`src/rtl/dtg_pkg.sv`:
```
package dtg_pkg;
  localparam int DT_CYCLES  = 8;
  localparam int SYNC_DEPTH = 2;

  typedef struct packed {
    logic hi;
    logic lo;
  } dtg_pair_t;

  function automatic int cnt_width(input int cycles);
    return $clog2(cycles + 1);
  endfunction
endpackage

```
`src/rtl/dtg_sync.sv`:
```
module dtg_sync #(
  parameter int STAGES = 2
) (
  input  logic clk,
  input  logic rst_n,
  input  logic d,
  output logic q
);
  logic [STAGES-1:0] sh;

  always_ff @(posedge clk or negedge rst_n) begin
    if (!rst_n) sh <= '0;
    else        sh <= {sh[STAGES-2:0], d};
  end

  assign q = sh[STAGES-1];
endmodule

```
`src/rtl/dtg_phase.sv`:
```
module dtg_phase
  import dtg_pkg::*;
#(
  parameter int DEAD = 8,
  parameter int CW   = 4
) (
  input  logic      clk,
  input  logic      rst_n,
  input  logic      cmd_s,
  output dtg_pair_t pair_q
);
  localparam logic [CW-1:0] FULL = CW'(DEAD);
  localparam logic [CW-1:0] LAST = CW'(DEAD - 1);

  logic          tgt;
  logic [CW-1:0] cnt;

  // The counter restarts on every change of the sampled command and sets the
  // selected side only after DEAD steady cycles.
  always_ff @(posedge clk or negedge rst_n) begin
    if (!rst_n) begin
      tgt    <= 1'b0;
      cnt    <= '0;
      pair_q <= '0;
    end else if (cmd_s != tgt) begin
      tgt    <= cmd_s;
      cnt    <= '0;
      pair_q <= '0;
    end else if (cnt != FULL) begin
      cnt <= cnt + 1'b1;
      if (cnt == LAST) begin
        pair_q.hi <= tgt;
        pair_q.lo <= ~tgt;
      end
    end
  end

  // Checker state: the number of cycles both outputs have been low, saturating.
  logic [CW-1:0] idle;
  always_ff @(posedge clk or negedge rst_n) begin
    if (!rst_n)                    idle <= '0;
    else if (pair_q.hi | pair_q.lo) idle <= '0;
    else if (idle != FULL)         idle <= idle + 1'b1;
  end

  AST_PAIR_NEVER_BOTH: assert property (@(posedge clk) disable iff (!rst_n)
    !(pair_q.hi && pair_q.lo));

  AST_CHANGE_CLEARS: assert property (@(posedge clk) disable iff (!rst_n)
    (cmd_s != tgt) |=> (!pair_q.hi && !pair_q.lo));

  AST_FULL_GAP_HI: assert property (@(posedge clk) disable iff (!rst_n)
    $rose(pair_q.hi) |-> (idle == FULL));

  AST_FULL_GAP_LO: assert property (@(posedge clk) disable iff (!rst_n)
    $rose(pair_q.lo) |-> (idle == FULL));

  AST_HI_MATCHES_CMD: assert property (@(posedge clk) disable iff (!rst_n)
    $rose(pair_q.hi) |-> $past(cmd_s));

  AST_LO_MATCHES_CMD: assert property (@(posedge clk) disable iff (!rst_n)
    $rose(pair_q.lo) |-> !$past(cmd_s));
endmodule

```
`src/rtl/three_phase_deadtime.sv`:
```
module three_phase_deadtime
  import dtg_pkg::*;
#(
  parameter int N_PH = 3,
  parameter int DEAD = DT_CYCLES,
  parameter int SYNC = SYNC_DEPTH
) (
  input  logic            clk,
  input  logic            rst_n,
  input  logic [N_PH-1:0] ph_cmd,
  input  logic [N_PH-1:0] ph_en,
  input  logic            out_en,
  output logic [N_PH-1:0] drv_hi,
  output logic [N_PH-1:0] drv_lo
);
  localparam int CW = cnt_width(DEAD);

  for (genvar i = 0; i < N_PH; i++) begin : g_ph
    logic      cmd_s;
    dtg_pair_t pq;

    dtg_sync #(.STAGES(SYNC)) u_sync (
      .clk  (clk),
      .rst_n(rst_n),
      .d    (ph_cmd[i]),
      .q    (cmd_s)
    );

    dtg_phase #(.DEAD(DEAD), .CW(CW)) u_phase (
      .clk   (clk),
      .rst_n (rst_n),
      .cmd_s (cmd_s),
      .pair_q(pq)
    );

    // Gating is combinational so it acts without the clock.
    assign drv_hi[i] = pq.hi & ph_en[i] & out_en;
    assign drv_lo[i] = pq.lo & ph_en[i] & out_en;

    AST_PIN_PAIR_EXCL: assert property (@(posedge clk) disable iff (!rst_n)
      !(drv_hi[i] && drv_lo[i]));
  end
endmodule

```
`config.mk`:
```
export PLATFORM = sky130hd
export DESIGN_NAME = three_phase_deadtime
export DESIGN_NICKNAME = d
export VERILOG_FILES = /design/src/rtl/dtg_pkg.sv /design/src/rtl/dtg_sync.sv /design/src/rtl/dtg_phase.sv /design/src/rtl/three_phase_deadtime.sv
export SDC_FILE = /design/constraint.sdc
export NUM_CORES = 1
export LEC_CHECK = 0
export BUFFER_PORTS_ARGS = -buffer_cell sky130_fd_sc_hd__buf_2
export CORE_MARGIN = 2
export CORE_UTILIZATION = 60
export CTS_CLUSTER_DIAMETER = 200
export DETAILED_ROUTE_END_ITERATION = 10
export PLACE_DENSITY_LB_ADDON = 0.25
export SLEW_MARGIN = 20
export SYNTH_ARGS = -nofsm -noshare
export SYNTH_HDL_FRONTEND = slang
export SYNTH_SLANG_ARGS = --single-unit
```
`constraint.sdc`:
```
create_clock -name clk -period 3.35 [get_ports clk]
set_clock_uncertainty 0.05 [all_clocks]
set_input_delay 0.1675 -clock clk [delete_from_list [all_inputs] [get_ports clk]]
set_output_delay 0.1675 -clock clk [all_outputs]
set_load 0.01 [all_outputs]
```
==> impl_metrics.csv, run 1 <==
group,metric,value,unit
finish,multiInputGateArea,581.8,um2
worst_setup_path,cp_slowest_cell,"dfrtp_1",
detailed_routing,wl_met1,887,um
clock_network,cts_tree,"yes",
clock_network,postCtsSetupRepairBufs,0,
sta,relSlewSlack,62.40,%
power,p_leak,0.7570,nW
clock_network,root_buffer,"clkbuf_4",
detailed_routing,num_vias,815,
detailed_routing,vias_per_cell,5.094,
detailed_routing,top_layer,"met4",
flow_run,timing.max_cap.violations,0,
yosys,syn_inst,111,
finish,seqCellArea,675.6,um2
detailed_routing,wl_met3,74,um
sta,setup_viol,0,
sta,setup_tns,0,ns
sta,fin_crit_sh,46.43,%
sta,hold_violations,0,
place,dp_hpwl,1519,um
yosys,syn_area,1314,um2
yosys,syn_nets,132,
die,die_w,50.80,um
die,std_cell_rows,16,
sta,worstMarginPinSlew,0.5640,ns
die,die-area,2580,um2
clock_network,cts_made_buffers,3,
worst_setup_path,cp_cell_sequence,"inv_1, ha_1, a31oi_4, mux2_2",
outcome,status,"finished, final reports clean",
grt,grt_overflow,0,
yosys,synthDistinctLibCells,17,
worst_setup_path,max_stage_delay,0.41,ns
die,core,2022,um2
finish,final_cell_mix,"dfrtp_1, buf_2, inv_1",
detailed_routing,drc_errors,0,
detailed_routing,drt_iter0_markers,8,
detailed_routing,drt_first_pass_iters,4,
yosys,syn_area_per_cell,11.84,um2
clock_network,path_clk_slew,0.13,ns
worst_setup_path,cp.arrival,1.72,ns
yosys,ys_seq_area_share,51.43,%
detailed_routing,wl_per_cell,12.34,um
finish,layout_commonest_cell,"dfrtp_1",
place,gp_congestion,0.7493,
worst_setup_path,critPathKind,"reg2reg",
worst_setup_path,crit_path_end_kind,"flop",
yosys,yosysWarningCount,0,
worst_setup_path,crit_path_max_fanout,7,
clock_network,clock_latency,0.31,ns
finish,drive_gt1_share,21.05,%
finish,syn_to_final_growth,12.95,%
die,start_util,64.98,%
detailed_routing,wl_met2,1000,um
clock_network,h-tree-depth,1,
clock_network,cts.sinks,27,
worst_setup_path,startpoint_type,"flop",
grt,grt_use_total,18.91,%
sta,drv_slew,0,
power,p_total,1.023,mW
grt,grt_start_max_net_pins,28,
yosys,synth_seq_cells,27,
clock_network,cts.path.max_buffers,2,
finish,diodes,0,
sta,fin_crit,1.555,ns
worst_hold_path,hold_path_class,"in2async",
grt,antenna_found_initial,0,
worst_setup_path,crit_required,3.52,ns
die,io_pins,15,
power,power.density_cell_area,689.4,nW/um2
grt,grt_pass1_vias,855,
sta,fmax,0.6429,GHz
finish,nFillCells,150,
detailed_routing,postRouteAntennaNets,0,
finish,nets,155,
detailed_routing,routed_wl,1975,um
die,die_h,50.80,um
grt,grt_pass1_wl,3553,um
place,port_buffers,14,
power,vdd_drop_max,465.4,uV
sta,rsz0062_at_grt,"false",
## logic make-up (layout without fill, tap and decap cells)
group | after synthesis | in the layout | synth area share (%)
adders and majority gates | 12 | 12 | 11.43
DFF | 27 | 27 | 51.43
xor gates and xnor gates | 6 | 6 | 4.000
and+or+nand+nor | 33 | 33 | 13.14
muxes | 9 | 9 | 8.572
buffers and inverters | 15 | 37 | 4.286
AOI/OAI and AO/OA | 9 | 9 | 7.142
## worst paths after layout
kind	start	to	slack, ns	depth (start not counted)
max in group asynchronous	rst_n	g_ph[0].u_phase.tgt$_DFFE_PN0P_	2.57	2
hold / removal	rst_n	g_ph[1].u_phase.cnt[0]$_DFFE_PN0P_	0.31	2
min in group clk	g_ph[0].u_sync.sh[0]$_DFF_PN0_	g_ph[0].u_sync.sh[1]$_DFF_PN0_	0.31	0
hold reg to reg	g_ph[0].u_sync.sh[0]$_DFF_PN0_	g_ph[0].u_sync.sh[1]$_DFF_PN0_	0.31	0
setup reg to reg	g_ph[1].u_sync.sh[1]$_DFF_PN0_	g_ph[1].u_phase.pair_q[0]$_DFFE_PN0P_	1.79	4
setup / recovery	g_ph[1].u_sync.sh[1]$_DFF_PN0_	g_ph[1].u_phase.pair_q[0]$_DFFE_PN0P_	1.79	4
## synth_stat cells (all sizes together)
cell,count,share of area (%)
nand2b,3,1.4
dfrtp,27,51
nor2,9,2.6
a31oi,3,4.9
a21oi,3,1.1
ha,12,11
mux2i,3,2.3
o21ai,3,1.1
nand3,3,1.1
nand2,6,1.7
nand3b,6,3.4
inv,15,4.3
xnor2,6,4.0
and3,6,2.9
mux2,6,6.3
## registers in the layout, summed over array words and instances, names as in the netlist
register and count:
g_ph.u_phase.cnt 12, g_ph.u_phase.pair_q 6, g_ph.u_phase.tgt 3, g_ph.u_sync.sh 6
## per-layer routing
layer	global-route usage, %	up-vias
met4	5.405	0
met5	0	-
met3	5.357	2
met1	21.63	386
li1	-	412
met2	34.21	15
## where the power goes
group	switching, mW	total, mW	internal, mW
sequential	0.0825	0.505	0.422
clock	0.0851	0.132	0.0465
combinational	0.185	0.387	0.202
total	0.352	1.02	0.671
## area by class of cell
class	count	area share [%]
clock buffer	4	1.771
inverter	15	3.794
multi-input combinational	69	39.21
sequential	27	45.53
tap	27	2.277
timing repair buffer	18	7.420
## timing repair
item                       CTS  global route
setup endpoints to repair    0             0
hold endpoints to repair    30             0
hold buffers                 4             0
resized for setup            0             0
## worst max-delay path: cells and delay by family (launching register included)
kind / cells / cell delay, ns
compound gates: 1 / 0.20
buf+inv: 1 / 0.06
fa+ha+maj: 1 / 0.41
flops: 1 / 0.41
mux: 1 / 0.35
## stage by stage
| stage | cells | hold WS [ns] | area [um2] | setup WS [ns] | util (%) |
|---|---|---|---|---|---|
| 2_1_floorplan | 111 | -0.1781 | 1314 | 1.911 | - |
| 3_3_place_gp | 152 | 0.1486 | 1418 | 1.822 | 70.11 |
| 3_5_place_dp | 152 | 0.1455 | 1418 | 1.806 | 70.11 |
| 4_1_cts | 160 | 0.3161 | 1484 | 1.785 | 73.39 |
| 5_1_grt | 160 | 0.3237 | 1484 | 1.709 | 73.39 |
| 6_report | 160 | 0.3071 | 1484 | 1.795 | 73.39 |
Power figures use the tool's default switching activity.
==> run 2, diff against run 1 <==
--- a/config.mk
+++ b/config.mk
@@ -7,7 +7,7 @@
 export LEC_CHECK = 0
 export BUFFER_PORTS_ARGS = -buffer_cell sky130_fd_sc_hd__buf_2
 export CORE_MARGIN = 2
-export CORE_UTILIZATION = 60
+export CORE_UTILIZATION = 56
 export CTS_CLUSTER_DIAMETER = 200
 export DETAILED_ROUTE_END_ITERATION = 10
 export PLACE_DENSITY_LB_ADDON = 0.25
==> constraint.sdc (replaced) <==
create_clock -name clk -period 1.5 [get_ports clk]
set_clock_uncertainty 0.05 [all_clocks]
set_input_delay 0.075 -clock clk [delete_from_list [all_inputs] [get_ports clk]]
set_output_delay 0.075 -clock clk [all_outputs]
set_load 0.01 [all_outputs]
==> run 2 against run 1 <==
Compared with the run above: wire length shrank 3.9%; worst setup slack worse by 1.7 ns; largest cell class unchanged; clock power grew 140%.
==> impl_metrics.csv, run 2 (synthesis results as in run 1) <==
group,metric,value,unit
outcome,status,"finished, final reports clean",
die,die_h,52.44,um
finish,top_regs,"g_ph.u_phase.cnt: 12 flops, g_ph.u_phase.pair_q: 6 flops, g_ph.u_sync.sh: 6 flops",
detailed_routing,vias_per_cell,5.073,
detailed_routing,num_vias,832,
flow_run,timing.max_cap.violations,0,
clock_network,h-tree-depth,1,
sta,fin_crit_sh,96.19,%
sta,fin_crit,1.443,ns
clock_network,cts_tree,"yes",
finish,seqCellArea,675.6,um2
power,p_seq_share,47.8,%
worst_hold_path,hold_path_class,"in2async",
worst_setup_path,cp.arrival,1.62,ns
finish,diodes,0,
worst_setup_path,crit_required,1.67,ns
power,swShare,34.40,%
finish,syn_to_final_growth,15.05,%
grt,grt_start_max_net_pins,28,
die,std_cell_rows,17,
detailed_routing,wl_per_cell,11.57,um
grt,grt_pass1_vias,791,
grt,antenna_found_initial,0,
detailed_routing,routed_wl,1898,um
power,share_comb_of_total_power,38.7,%
clock_network,cts.sinks,27,
power,vdd_drop_max,873.3,uV
worst_setup_path,crit_path_end_kind,"flop",
worst_setup_path,r2r_start,"g_ph[1].u_sync.sh[1]$_DFF_PN0_",
worst_setup_path,critPathKind,"reg2reg",
sta,hold_violations,0,
worst_setup_path,reg2reg_slack,0.06,ns
sta,setup_tns,0,ns
detailed_routing,drc_errors,0,
sta,fmax,0.6931,GHz
sta,drv_slew,0,
power,power_frac_clock,13.4,%
place,place_area,1441,um2
grt,grt_overflow,0,
grt,grt_pass1_wl,3187,um
grt,grt_use_total,16.41,%
finish,finalNonFillerCells,164,
sta,rsz0062_at_grt,"false",
die,io_pins,15,
sta,worstMarginPinSlew,0.5830,ns
finish,layout_commonest_cell,"dfrtp_1",
sta,hold_slack,0.2192,ns
clock_network,cts_made_buffers,3,
clock_network,cts.path.max_buffers,2,
worst_setup_path,startpoint_type,"flop",
power,p_switching,0.8081,mW
finish,design_area,1511,um2
finish,nets,158,
finish,top_register,"g_ph.u_phase.cnt",
finish,nFillCells,171,
clock_network,path_clk_slew,0.15,ns
worst_setup_path,worst-r2r-cell-count,4,
worst_setup_path,r2r-end,"g_ph[1].u_phase.pair_q[1]$_DFFE_PN0P_",
die,die_w,52.44,um
power,p_total,2.349,mW
detailed_routing,drt_iter0_markers,8,
sta,setup_viol,0,
clock_network,cts-resized-gates,0,
finish,drive_gt1_share,23.53,%
finish,final_cell_mix,"dfrtp_1, buf_2, inv_1",
die,start_util,59.39,%
die,core,2212,um2
clock_network,clock_latency,0.33,ns
power,p_int,1.541,mW
place,dp_hpwl,1467,um
worst_setup_path,crit_path_max_fanout,3,
finish,largest_reg_flops,12,
place,dp_cells,156,
clock_network,root_buffer,"clkbuf_4",
finish,multiInputGateArea,581.8,um2
detailed_routing,drt_first_pass_iters,3,
power,power.density_cell_area,1554,nW/um2
sta,relSlewSlack,61.14,%
detailed_routing,postRouteAntennaNets,0,
place,gp_congestion,0.7126,
die,die-area,2749,um2
place,port_buffers,14,
power,p_leak,0.7704,nW
## run 2: cell count changes in the layout (fill, tap and decap cells not counted)
| cell | change |
|---|---|
| clkinvlp_4 | +1 |
| buf_4 | +3 |
| clkbuf_1 | -1 |
## run 2: worst max path at each step
| stage | start | to | slack [ns] | cells past startpoint |
|---|---|---|---|---|
| after floorplan | g_ph[1].u_sync.sh[1]$_DFF_PN0_ | g_ph[1].u_phase.pair_q[0]$_DFFE_PN0P_ | 0.06 | 4 |
| after global placement | g_ph[0].u_sync.sh[1]$_DFF_PN0_ | g_ph[0].u_phase.pair_q[0]$_DFFE_PN0P_ | 0.1 | 4 |
| after detailed placement | g_ph[1].u_sync.sh[1]$_DFF_PN0_ | g_ph[1].u_phase.pair_q[0]$_DFFE_PN0P_ | 0.07 | 4 |
| after CTS | g_ph[1].u_sync.sh[1]$_DFF_PN0_ | g_ph[1].u_phase.pair_q[0]$_DFFE_PN0P_ | 0.05 | 4 |
| after global routing | g_ph[2].u_sync.sh[1]$_DFF_PN0_ | g_ph[2].u_phase.pair_q[0]$_DFFE_PN0P_ | 0.003 | 4 |
| final | g_ph[1].u_sync.sh[1]$_DFF_PN0_ | g_ph[1].u_phase.pair_q[1]$_DFFE_PN0P_ | 0.06 | 4 |
## run 2: metrics by stage
stage	utilization (%)	worst slack, ns
after floorplan	-	0.06086
after global placement	65.16	0.09727
after detailed placement	65.16	0.06841
after CTS	68.33	0.04689
after global routing	68.33	0.002780
final	68.33	0.05711
## run 2: final cells by class
cell class / instances / share of cell area, %
Clock buffer: 3 / 1.490
Clock inverter: 1 / 0.4967
Inverter: 15 / 3.725
Multi-Input combinational cell: 69 / 38.49
Sequential cell: 27 / 44.70
Tap cell: 28 / 2.318
Timing Repair Buffer: 21 / 8.775
## run 2: critical path, cell delays in order (launching register included)
cell,delay [ns]
dfrtp_1,0.40
inv_1,0.05
ha_1,0.33
a31oi_4,0.17
mux2_2,0.34
## run 2: what timing repair did
item	in CTS	in global routing
hold endpoints to repair	30	0
hold buffers	4	0
setup endpoints to repair	0	0
setup buffers	0	0
## run 2: power groups by stage
| stage | Sequential [mW] | Clock [mW] | Combinational (mW) |
|---|---|---|---|
| floorplan | 1.09 | 0 | 0.702 |
| global placement | 1.13 | 0 | 0.870 |
| detailed placement | 1.14 | 0 | 0.914 |
| CTS | 1.12 | 0.338 | 0.924 |
| global route | 1.15 | 0.355 | 1.03 |
| finish | 1.12 | 0.315 | 0.910 |
## run 2: layer usage
metal,GRT usage (%),routed length (um),vias to the layer above
met2,27.92,904,17
met1,19.14,880,396
met5,0,0,-
li1,-,-,415
met4,10.26,46,0
met3,2.571,66,4
==> run 3, diff against run 2 <==
--- a/config.mk
+++ b/config.mk
@@ -6,8 +6,11 @@
 export NUM_CORES = 1
 export LEC_CHECK = 0
 export BUFFER_PORTS_ARGS = -buffer_cell sky130_fd_sc_hd__buf_2
+export CAP_MARGIN = 15
+export CELL_PAD_IN_SITES_DETAIL_PLACEMENT = 1
+export CELL_PAD_IN_SITES_GLOBAL_PLACEMENT = 1
 export CORE_MARGIN = 2
-export CORE_UTILIZATION = 56
+export CORE_UTILIZATION = 45
 export CTS_CLUSTER_DIAMETER = 200
 export DETAILED_ROUTE_END_ITERATION = 10
 export PLACE_DENSITY_LB_ADDON = 0.25
==> run 3 against run 2 <==
Compared with the run above: combinational power increased by 7.5%; worst setup slack lost 0.0093 ns; global-route usage is 0.42 points lower; sequential cell count unchanged; clock-buffer cell count stayed put; highest routed layer unchanged; utilization down 13 points; first-iteration DRC count rose to 3.4 times the previous value; critical path depth unchanged; worst hold slack lost 0.015 ns; final cell count up 2.4%; wire length up 26%.
==> impl_metrics.csv, run 3 (synthesis results as in run 1) <==
group,metric,value,unit
worst_setup_path,crit_required,1.69,ns
finish,top_regs,"g_ph.u_phase.cnt: 12 flops, g_ph.u_phase.pair_q: 6 flops, g_ph.u_sync.sh: 6 flops",
clock_network,cts.sinks,27,
die,io_pins,15,
worst_setup_path,crit_path_end_kind,"flop",
worst_setup_path,startpoint_type,"flop",
worst_setup_path,max_stage_delay,0.41,ns
sta,setup_slack,0.04783,ns
worst_setup_path,r2r-end,"g_ph[2].u_phase.pair_q[1]$_DFFE_PN0P_",
die,die-area,3367,um2
place,gp_congestion,0.7280,
detailed_routing,vias_per_cell,5.119,
finish,layout_commonest_cell,"dfrtp_1",
worst_setup_path,r2r_start,"g_ph[2].u_sync.sh[1]$_DFF_PN0_",
detailed_routing,drt_first_pass_iters,4,
detailed_routing,wl_per_cell,14.26,um
detailed_routing,drc_errors,0,
sta,fin_crit_sh,96.81,%
detailed_routing,routed_wl,2395,um
clock_network,cts.path.max_buffers,2,
worst_setup_path,critPathKind,"reg2reg",
die,core,2758,um2
place,place_ws,0.02523,ns
clock_network,root_buffer,"clkbuf_4",
sta,drv_slew,0,
die,std_cell_rows,19,
place,dp_cells,159,
outcome,status,"finished, final reports clean",
grt,grt_overflow,0,
place,port_buffers,14,
sta,fin_crit,1.452,ns
detailed_routing,drt_iter0_markers,27,
worst_setup_path,crit_end,"g_ph[2].u_phase.pair_q[1]$_DFFE_PN0P_",
finish,finalNonFillerCells,168,
finish,final_cell_mix,"dfrtp_1, buf_2, inv_1",
finish,top_register,"g_ph.u_phase.cnt",
die,die_w,58.03,um
die,start_util,47.64,%
sta,fmax,0.6886,GHz
clock_network,cts_made_buffers,3,
worst_setup_path,worst-r2r-cell-count,4,
flow_run,timing.max_cap.violations,0,
sta,rsz0062_at_grt,"false",
finish,syn_to_final_growth,16.86,%
finish,drive_gt1_share,24.82,%
sta,relSlewSlack,60.58,%
clock_network,h-tree-depth,1,
grt,antenna_found_initial,0,
grt,grt_pass1_wl,4002,um
worst_hold_path,hold_path_class,"in2async",
clock_network,clock_latency,0.33,ns
detailed_routing,postRouteAntennaNets,0,
finish,largest_reg_flops,12,
finish,design_area,1535,um2
worst_setup_path,cp_cell_sequence,"inv_1, ha_1, a31oi_4, mux2_4",
power,power.density_cell_area,1585,nW/um2
sta,worstMarginPinSlew,0.5914,ns
detailed_routing,num_vias,860,
power,vdd_drop_max,1146,uV
power,p_leak,0.7755,nW
grt,grt_start_max_net_pins,28,
worst_setup_path,crit_path_max_fanout,3,
clock_network,path_clk_slew,0.16,ns
worst_setup_path,cp-startpoint,"g_ph[2].u_sync.sh[1]$_DFF_PN0_",
sta,setup_viol,0,
die,die_h,58.03,um
worst_setup_path,cp.arrival,1.65,ns
sta,setup_tns,0,ns
clock_network,cts_tree,"yes",
finish,nets,159,
finish,diodes,0,
worst_setup_path,cp_slowest_cell,"dfrtp_1",
place,place_area,1445,um2
place,dp_hpwl,1782,um
grt,grt_pass1_vias,903,
sta,hold_violations,0,
grt,grt_use_total,16.00,%
worst_setup_path,reg2reg_slack,0.05,ns
finish,nFillCells,301,
==> run 3: changes by cell type in the layout (fill, tap and decap cells not counted), sizes merged <==
cell	before	now
buf	17	18
==> run 3: timing repair <==
action | 4_1_cts | 5_1_grt
setup buffers | 1 | 0
resized for setup | 0 | 1
setup endpoints to repair | 2 | 1
hold buffers | 4 | 0
gates cloned | 0 | 0
endpoints found under the hold margin | 30 | 0
==> run 3: layout make-up <==
type | instances | area, um2 | share of cell area [%]
repair buffers | 22 | 140.1 | 9.128
inverters | 15 | 56.30 | 3.667
multi-input cells | 69 | 594.3 | 38.71
clock inverters | 1 | 7.507 | 0.4890
well taps | 31 | 38.79 | 2.526
flip-flops and latches | 27 | 675.6 | 44.01
clock buffers | 3 | 22.52 | 1.467
==> run 3: metrics by stage <==
step	utilization, %	total power [mW]	hold WS (ns)
floorplan	-	1.793	-0.2706
global placement	52.40	2.005	0.06238
detailed placement	52.40	2.097	0.06548
CTS	55.22	2.437	0.2169
global route	55.67	2.631	0.2437
finish	55.67	2.433	0.2040
==> run 3: power by group <==
group	total (mW)	internal [mW]	switching (mW)
Sequential	1.13	0.943	0.185
Clock	0.327	0.102	0.225
Combinational	0.978	0.519	0.459
Total	2.43	1.56	0.870
==> run 3: worst max-delay path: cells and delay by family, from the launching register on <==
family / cells / cell delay (ns)
flip-flops: 1 / 0.41
adder cells (fa/ha/maj): 1 / 0.33
AO/OA/AOI/OAI: 1 / 0.19
multiplexers: 1 / 0.32
buffers and inverters: 1 / 0.06
==> run 3: how the worst min path moves through the flow <==
stage           from                                 end  cells past startpoint
2_1_floorplan  rst_n  g_ph[0].u_phase.cnt[0]$_DFFE_PN0P_                      0
3_3_place_gp   rst_n  g_ph[1].u_phase.cnt[2]$_DFFE_PN0P_                      1
3_5_place_dp   rst_n  g_ph[1].u_phase.cnt[2]$_DFFE_PN0P_                      1
4_1_cts        rst_n  g_ph[1].u_phase.cnt[2]$_DFFE_PN0P_                      2
5_1_grt        rst_n  g_ph[1].u_phase.cnt[2]$_DFFE_PN0P_                      2
6_report       rst_n  g_ph[1].u_phase.cnt[2]$_DFFE_PN0P_                      2
==> run 3: layer usage <==
metal | wire (um) | part of all wire [%] | vias to the layer above | global-route usage (%)
met5 | 0 | 0 | - | 0
met4 | 36 | 1.5 | 0 | 3.987
met3 | 79 | 3.3 | 4 | 4.688
met2 | 1217 | 51 | 17 | 27.76
met1 | 1061 | 44 | 422 | 19.56
li1 | - | - | 417 | -
